[src/rtl/mac_periph_pkg.sv]
package mac_periph_pkg;

    typedef enum logic [1:0] {
        MODE_UMUL = 2'd0,
        MODE_SMUL = 2'd1,
        MODE_UMAC = 2'd2,
        MODE_SMAC = 2'd3
    } mpy_mode_e;

    typedef struct packed {
        logic op1;
        logic op2;
        logic rlo;
        logic w1lo;
        logic w1hi;
        logic w2lo;
        logic w2hi;
    } wr_strobe_t;

    localparam logic [3:0] RS_NONE = 4'd0;
    localparam logic [3:0] RS_OP1  = 4'd1;
    localparam logic [3:0] RS_OP2  = 4'd2;
    localparam logic [3:0] RS_RLO  = 4'd3;
    localparam logic [3:0] RS_RHI  = 4'd4;
    localparam logic [3:0] RS_SUMX = 4'd5;
    localparam logic [3:0] RS_W1LO = 4'd6;
    localparam logic [3:0] RS_W1HI = 4'd7;
    localparam logic [3:0] RS_W2LO = 4'd8;
    localparam logic [3:0] RS_W2HI = 4'd9;
    localparam logic [3:0] RS_P0   = 4'd10;

    function automatic logic mode_is_signed(mpy_mode_e m);
        return m[0];
    endfunction

    function automatic logic mode_is_mac(mpy_mode_e m);
        return m[1];
    endfunction

endpackage

[src/rtl/mac_periph_decode.sv]
module mac_periph_decode
    import mac_periph_pkg::*;
#(
    parameter int                ADDR_W  = 16,
    parameter logic [ADDR_W-1:0] WIN_LO  = 16'h0130,
    parameter logic [ADDR_W-1:0] WIN_HI  = 16'h015B,
    parameter logic [ADDR_W-1:0] A_OP1   = 16'h0130,
    parameter logic [ADDR_W-1:0] A_OP2   = 16'h0138,
    parameter logic [ADDR_W-1:0] A_RLO   = 16'h013A,
    parameter logic [ADDR_W-1:0] A_RHI   = 16'h013C,
    parameter logic [ADDR_W-1:0] A_SUMX  = 16'h013E,
    parameter logic [ADDR_W-1:0] A_W1LOU = 16'h0140,
    parameter logic [ADDR_W-1:0] A_W1HIU = 16'h0142,
    parameter logic [ADDR_W-1:0] A_W1LOS = 16'h0144,
    parameter logic [ADDR_W-1:0] A_W1HIS = 16'h0146,
    parameter logic [ADDR_W-1:0] A_W2LO  = 16'h0148,
    parameter logic [ADDR_W-1:0] A_W2HI  = 16'h014A,
    parameter logic [ADDR_W-1:0] A_PROD  = 16'h014C
) (
    input  logic              sel,
    input  logic              we,
    input  logic              word,
    input  logic [ADDR_W-1:0] addr,
    output wr_strobe_t        strb,
    output mpy_mode_e         op1_mode,
    output logic              w1_sgn,
    output logic [3:0]        rsel
);
    localparam int N_OP1  = 4;
    localparam int N_PROD = 4;

    logic hit;
    logic wr;
    logic rd;

    always_comb begin
        hit      = sel && word && (addr >= WIN_LO) && (addr <= WIN_HI);
        wr       = hit && we;
        rd       = hit && !we;
        strb     = '0;
        op1_mode = MODE_UMUL;
        w1_sgn   = 1'b0;
        rsel     = RS_NONE;

        for (int k = 0; k < N_OP1; k++) begin
            if (addr == A_OP1 + ADDR_W'(2 * k)) begin
                strb.op1 = wr;
                op1_mode = mpy_mode_e'(2'(k));
                rsel     = rd ? RS_OP1 : RS_NONE;
            end
        end
        if (addr == A_OP2) begin
            strb.op2 = wr;
            rsel     = rd ? RS_OP2 : RS_NONE;
        end
        if (addr == A_RLO) begin
            strb.rlo = wr;
            rsel     = rd ? RS_RLO : RS_NONE;
        end
        if (addr == A_RHI)  rsel = rd ? RS_RHI  : RS_NONE;
        if (addr == A_SUMX) rsel = rd ? RS_SUMX : RS_NONE;
        if (addr == A_W1LOU || addr == A_W1LOS) begin
            strb.w1lo = wr;
            w1_sgn    = (addr == A_W1LOS);
            rsel      = rd ? RS_W1LO : RS_NONE;
        end
        if (addr == A_W1HIU || addr == A_W1HIS) begin
            strb.w1hi = wr;
            rsel      = rd ? RS_W1HI : RS_NONE;
        end
        if (addr == A_W2LO) begin
            strb.w2lo = wr;
            rsel      = rd ? RS_W2LO : RS_NONE;
        end
        if (addr == A_W2HI) begin
            strb.w2hi = wr;
            rsel      = rd ? RS_W2HI : RS_NONE;
        end
        for (int k = 0; k < N_PROD; k++) begin
            if (addr == A_PROD + ADDR_W'(2 * k)) begin
                rsel = rd ? (RS_P0 + 4'(k)) : RS_NONE;
            end
        end
    end

endmodule

[src/rtl/mac_periph_mult.sv]
module mac_periph_mult #(
    parameter int IW = 16
) (
    input  logic [IW-1:0]   a,
    input  logic [IW-1:0]   b,
    input  logic            sgn,
    output logic [2*IW-1:0] prod
);
    localparam int OW = 2 * IW;

    logic [OW-1:0] ext_a;
    logic [OW-1:0] ext_b;

    always_comb begin
        ext_a = {{IW{sgn & a[IW-1]}}, a};
        ext_b = {{IW{sgn & b[IW-1]}}, b};
        prod  = ext_a * ext_b;
    end

endmodule

[src/rtl/mac_periph.sv]
module mac_periph
    import mac_periph_pkg::*;
#(
    parameter int                ADDR_W  = 16,
    parameter int                DW      = 16,
    parameter logic [ADDR_W-1:0] WIN_LO  = 16'h0130,
    parameter logic [ADDR_W-1:0] WIN_HI  = 16'h015B,
    parameter logic [ADDR_W-1:0] A_OP1   = 16'h0130,
    parameter logic [ADDR_W-1:0] A_OP2   = 16'h0138,
    parameter logic [ADDR_W-1:0] A_RLO   = 16'h013A,
    parameter logic [ADDR_W-1:0] A_RHI   = 16'h013C,
    parameter logic [ADDR_W-1:0] A_SUMX  = 16'h013E,
    parameter logic [ADDR_W-1:0] A_W1LOU = 16'h0140,
    parameter logic [ADDR_W-1:0] A_W1HIU = 16'h0142,
    parameter logic [ADDR_W-1:0] A_W1LOS = 16'h0144,
    parameter logic [ADDR_W-1:0] A_W1HIS = 16'h0146,
    parameter logic [ADDR_W-1:0] A_W2LO  = 16'h0148,
    parameter logic [ADDR_W-1:0] A_W2HI  = 16'h014A,
    parameter logic [ADDR_W-1:0] A_PROD  = 16'h014C
) (
    input  logic              clk,
    input  logic              rst_n,
    input  logic              bus_sel,
    input  logic              bus_we,
    input  logic              bus_word,
    input  logic [ADDR_W-1:0] bus_addr,
    input  logic [DW-1:0]     bus_wdata,
    output logic [DW-1:0]     bus_rdata
);
    localparam int RW     = 2 * DW;
    localparam int XW     = 4 * DW;
    localparam int N_PROD = XW / DW;

    typedef struct packed {
        mpy_mode_e     mode;
        logic [DW-1:0] op1;
        logic [DW-1:0] op2;
        logic [RW-1:0] res;
        logic [RW-1:0] acc;
        logic          cy;
        logic          sgn64;
        logic [RW-1:0] w1;
        logic [RW-1:0] w2;
        logic [XW-1:0] p64;
    } state_t;

    state_t st_d;
    state_t st_q;

    wr_strobe_t    strb;
    mpy_mode_e     op1_mode;
    logic          w1_sgn;
    logic [3:0]    rsel;
    logic [RW-1:0] prod16;
    logic [RW:0]   mac_sum;
    logic [RW-1:0] w2_new;
    logic [XW-1:0] prod32;
    logic [RW-1:0] preload;

    // signals the checker watches
    logic [RW-1:0] res_q;
    logic [RW-1:0] acc_q;
    logic [XW-1:0] p64_q;
    logic [1:0]    mode_q;

    mac_periph_decode #(
        .ADDR_W (ADDR_W),  .WIN_LO (WIN_LO),   .WIN_HI (WIN_HI),
        .A_OP1  (A_OP1),   .A_OP2  (A_OP2),    .A_RLO  (A_RLO),
        .A_RHI  (A_RHI),   .A_SUMX (A_SUMX),   .A_W1LOU(A_W1LOU),
        .A_W1HIU(A_W1HIU), .A_W1LOS(A_W1LOS),  .A_W1HIS(A_W1HIS),
        .A_W2LO (A_W2LO),  .A_W2HI (A_W2HI),   .A_PROD (A_PROD)
    ) i_decode (
        .sel     (bus_sel),
        .we      (bus_we),
        .word    (bus_word),
        .addr    (bus_addr),
        .strb    (strb),
        .op1_mode(op1_mode),
        .w1_sgn  (w1_sgn),
        .rsel    (rsel)
    );

    // 16x16 path: operand 2 is taken from the bus in the writing cycle
    mac_periph_mult #(.IW(DW)) i_mult16 (
        .a   (st_q.op1),
        .b   (bus_wdata),
        .sgn (mode_is_signed(st_q.mode)),
        .prod(prod16)
    );

    // 32x32 path: high word of operand 2 comes straight from the bus
    assign w2_new = {bus_wdata, st_q.w2[DW-1:0]};

    mac_periph_mult #(.IW(RW)) i_mult32 (
        .a   (st_q.w1),
        .b   (w2_new),
        .sgn (st_q.sgn64),
        .prod(prod32)
    );

    always_comb begin
        mac_sum = {1'b0, st_q.acc} + {1'b0, prod16};
        preload = {{DW{mode_is_signed(st_q.mode) & bus_wdata[DW-1]}}, bus_wdata};
        st_d    = st_q;

        if (strb.op1) begin
            st_d.op1  = bus_wdata;
            st_d.mode = op1_mode;
        end
        if (strb.op2) begin
            st_d.op2 = bus_wdata;
            if (mode_is_mac(st_q.mode)) begin
                st_d.acc = mac_sum[RW-1:0];
                st_d.res = mac_sum[RW-1:0];
                st_d.cy  = mac_sum[RW];
            end else begin
                st_d.res = prod16;
                st_d.acc = '0;
                st_d.cy  = 1'b0;
            end
        end
        if (strb.rlo) begin
            st_d.res = preload;
            st_d.acc = preload;
            st_d.cy  = 1'b0;
        end
        if (strb.w1lo) begin
            st_d.w1    = {{DW{1'b0}}, bus_wdata};
            st_d.sgn64 = w1_sgn;
        end
        if (strb.w1hi) begin
            st_d.w1[RW-1:DW] = bus_wdata;
        end
        if (strb.w2lo) begin
            st_d.w2 = {{DW{1'b0}}, bus_wdata};
        end
        if (strb.w2hi) begin
            st_d.w2  = w2_new;
            st_d.p64 = prod32;
        end
    end

    always_ff @(posedge clk or negedge rst_n) begin
        if (!rst_n) begin
            st_q <= '0;
        end else begin
            st_q <= st_d;
        end
    end

    always_comb begin
        bus_rdata = '0;
        case (rsel)
            RS_OP1:  bus_rdata = st_q.op1;
            RS_OP2:  bus_rdata = st_q.op2;
            RS_RLO:  bus_rdata = st_q.res[DW-1:0];
            RS_RHI:  bus_rdata = st_q.res[RW-1:DW];
            RS_SUMX: begin
                case (st_q.mode)
                    MODE_UMUL: bus_rdata = '0;
                    MODE_SMUL: bus_rdata = {DW{st_q.res[RW-1]}};
                    MODE_UMAC: bus_rdata = {{(DW-1){1'b0}}, st_q.cy};
                    MODE_SMAC: bus_rdata = {DW{st_q.acc[RW-1]}};
                    default:   bus_rdata = '0;
                endcase
            end
            RS_W1LO: bus_rdata = st_q.w1[DW-1:0];
            RS_W1HI: bus_rdata = st_q.w1[RW-1:DW];
            RS_W2LO: bus_rdata = st_q.w2[DW-1:0];
            RS_W2HI: bus_rdata = st_q.w2[RW-1:DW];
            default: begin
                for (int k = 0; k < N_PROD; k++) begin
                    if (rsel == RS_P0 + 4'(k)) begin
                        bus_rdata = st_q.p64[k*DW +: DW];
                    end
                end
            end
        endcase
    end

    assign res_q  = st_q.res;
    assign acc_q  = st_q.acc;
    assign p64_q  = st_q.p64;
    assign mode_q = st_q.mode;

endmodule

[config.mk]
export PLATFORM = sky130hd
export DESIGN_NAME = mac_periph
export DESIGN_NICKNAME = d
export VERILOG_FILES = /design/src/rtl/mac_periph_pkg.sv /design/src/rtl/mac_periph_decode.sv /design/src/rtl/mac_periph_mult.sv /design/src/rtl/mac_periph.sv
export SDC_FILE = /design/constraint.sdc
export NUM_CORES = 2
export LEC_CHECK = 0
export CAP_MARGIN = 5
export CORE_AREA = 2 2 419 421
export DETAILED_ROUTE_END_ITERATION = 6
export DIE_AREA = 0 0 421 423
export PLACE_DENSITY_LB_ADDON = 0.08
export SYNTH_ARGS = -nofsm -noshare
export SYNTH_HDL_FRONTEND = slang
export SYNTH_SLANG_ARGS = --single-unit
[constraint.sdc]
create_clock -name clk -period 19.8 [get_ports clk]
set_input_delay 2.97 -clock clk [delete_from_list [all_inputs] [get_ports clk]]
set_output_delay 2.97 -clock clk [all_outputs]
set_load 0.01 [all_outputs]
==> results.toml <==
[synthesis]
syn_nets = 8421
synthArstFlopShare_pct = 100
synth_seq_cells = 228
syn_area_per_cell_um2 = 9.09
synth_edf_count = 0
synth_ff_type = "dfrtp_1"
synth_mux_area_share_pct = 2.08
synth-compound-area-share_pct = 6.28
synth_cell_types = 82
synth-simple-area-share_pct = 15.3
yosys_warnings = 0
synth_area_um2 = 60400
seq_area_frac_synth_pct = 9.44
synth_adder_area_share_pct = 53.4
synth_xor_area_share_pct = 2.14
synthCells = 6648
synth_top_family_by_area = "adder cells"

[grt]
grt_pass1_wl_um = 310000
track_usage_pct = 23.0
antenna_found_initial = 6
overflow = 0
grt_pass1_vias = 47571
grt_max_degree = 129

[layout]
final_cell_mix = "1,408 x fa_1, 1,399 x inv_1, 1,237 x nand2_1, 438 x and2_1, 328 x ha_1"
fill_cells = 17843
final_common_cell = "fa_1"
synthToLayoutAreaGrowth_pct = 6.30
instances_no_fill = 8791
fin_nets = 8209
drive_above_1_share_pct = 4.96

[detailed_routing]
vias = 43373
drc_errors = 0
drtIter0Drc = 2499
routed_via_density = 4.93
routed_wl_um = 200000
wl_met3_um = 5180
ant_nets = 0
dr_wl_met2_um = 101000
wl_per_cell_um = 22.8
drtPass1Iterations = 6
met1Wirelength_um = 90700
highest-signal-layer = "met4"

[cts]
root_buffer = "clkbuf_16"
htree_levels = 1
cts_resized = 0
cts_sinks = 228
clock_latency_ps = 630
hold_buffers = 0
tritoncts = "built"
path_clk_slew_ps = 70
cts_setup_buffers = 0
clock_path_buffers = 3
cts_made_buffers = 30

[setup_path]
crit_type = "in2reg"
path_max_fanout = 34
endpoint_kind = "flip-flop"
crit_path_frequent_cell = "fa_1"
crit_path_start_kind = "primary input"
required_ps = 20280
critPathSlowestCell = "buf_2"
max_stage_delay_ps = 600
crit_arrival_ps = 12190

[sta]
rsz0062_at_grt = "no"
worst-slew-pin-transition_ps = 1260
finalHoldViolations = 0
fin_skew_ps = 44.2
layout_min_cycle_time_ps = 11700
setup_viol = 0
max_freq_ghz = 0.0855
post-route-period-util_pct = 59.1
finalSetupTns_ps = 0
final_max_slew_viol_count = 0
relSlewSlack_pct = 13.9

[floorplan]
die_x_um = 421
core_um2 = 173000
initial_utilization_pct = 34.9
die_h_um = 423
rows = 153
die_area_um2 = 178000
pin_count = 53

[placement]
hpwl_um = 155000
dpl.cell_count = 8729
gp_congestion = 0.850
portBuffers = 52

[pwr]
cellLeakagePower_uw = 0.0304
ir_drop_uv = 66.4
power_density_nw_per_um2 = 17.8

[flow_run]
cap_violations = 0

[hold_path]
hold_class = "reg2reg"

[run_status]
status = "complete, no violations"
-- layout make-up --
class / count / area [um^2] / area share, %
inverters: 1400 / 5260 / 8.18
clock buffers: 43 / 880 / 1.37
well taps: 2325 / 2910 / 4.53
clock inverters: 11 / 184 / 0.286
repair buffers: 170 / 1340 / 2.08
diodes: 8 / 20.0 / 0.0312
flip-flops and latches: 228 / 5710 / 8.88
multi-input cells: 4606 / 47900 / 74.6
-- layer usage --
metal  track usage (%)  up-vias
met3             0.959      159
met2              40.5      713
li1                  -    19287
met5                 0        -
met4              3.63        0
met1              31.9    23214
-- per-stage QoR --
| step | area, um^2 | utilization [%] | worst slack, ps | hold WS, ps | power, uW |
|---|---|---|---|---|---|
| global route | 64200 | 37.1 | 7720 | 482 | 1180 |
| finish | 64200 | 37.1 | 8100 | 471 | 1150 |
| CTS | 64200 | 37.1 | 8170 | 470 | 1160 |
| detailed placement | 63200 | 36.5 | 7590 | 455 | 557 |
| floorplan | 60400 | - | 9090 | 438 | 503 |
| global placement | 63200 | 36.5 | 7620 | 450 | 557 |
-- worst max-delay path, delay by kind of cell --
kind / cells / cell delay, ps
compound gates: 9 / 2490
fa+ha+maj: 9 / 4220
simple gates: 4 / 880
buf+inv: 6 / 1590
-- where the power goes --
part           total [uW]  switching [uW]  internal (uW)  leakage [uW]
clock network         598             238            360      0.000525
logic                81.5            69.8           11.7        0.0267
registers             466         0.00711            466       0.00318
total                1150             308            837        0.0304
-- sequential cells by signal, indices dropped and copies added, names as in the netlist --
name,flops
res_q,32
mode_q,2
acc_q,32
p64_q,64
st_q,98
-- cell usage after synthesis (all sizes together), types with 11 or more instances --
cell / n / area [um^2]
nand3: 42 / 210
buf: 14 / 67.6
xnor2: 100 / 876
a22o: 16 / 140
nor2: 138 / 518
o21bai: 19 / 143
nand4: 24 / 150
a2111oi: 20 / 188
and3: 39 / 244
mux2i: 49 / 490
or3: 11 / 68.8
or2: 25 / 156
a21o: 79 / 596
dfrtp: 228 / 5710
a21oi: 166 / 838
xor2: 48 / 420
nor3: 15 / 85.1
ha: 328 / 4100
and2: 438 / 2740
nand2b: 19 / 119
o21ai: 134 / 678
nand2: 1238 / 4650
o211ai: 12 / 95.1
mux2: 68 / 766
inv: 1400 / 5260
clkbuf: 400 / 1500
nor2b: 12 / 75.1
a31oi: 26 / 163
o21a: 17 / 128
o221a: 15 / 169
fa: 1408 / 28200
-- logic make-up (layout without fill, tap and decap cells) --
| group | after synthesis | count (layout) |
|---|---|---|
| AND/OR/NAND/NOR | 2030 | 2030 |
| flip-flops | 228 | 228 |
| adder cells (fa/ha/maj) | 1736 | 1736 |
| buffers and inverters | 1814 | 1624 |
| XOR/XNOR | 148 | 148 |
| other | 0 | 8 |
| AO/OA/AOI/OAI | 575 | 575 |
| multiplexers | 117 | 117 |
-- final timing paths --
kind / startpoint / to / slack (ps) / cells past startpoint
max: bus_wdata[15] / p64_q[61] / 8100 / 28
min: p64_q[4] / p64_q[4] / 470 / 2
max reg2reg: st_q[128] / p64_q[61] / 9730 / 27
min reg2reg: p64_q[4] / p64_q[4] / 470 / 2
max in group asynchronous: rst_n / st_q[127] / 15840 / 2
min in group asynchronous: rst_n / acc_q[26] / 2380 / 1
No activity file was read; power rests on OpenSTA's default activity.
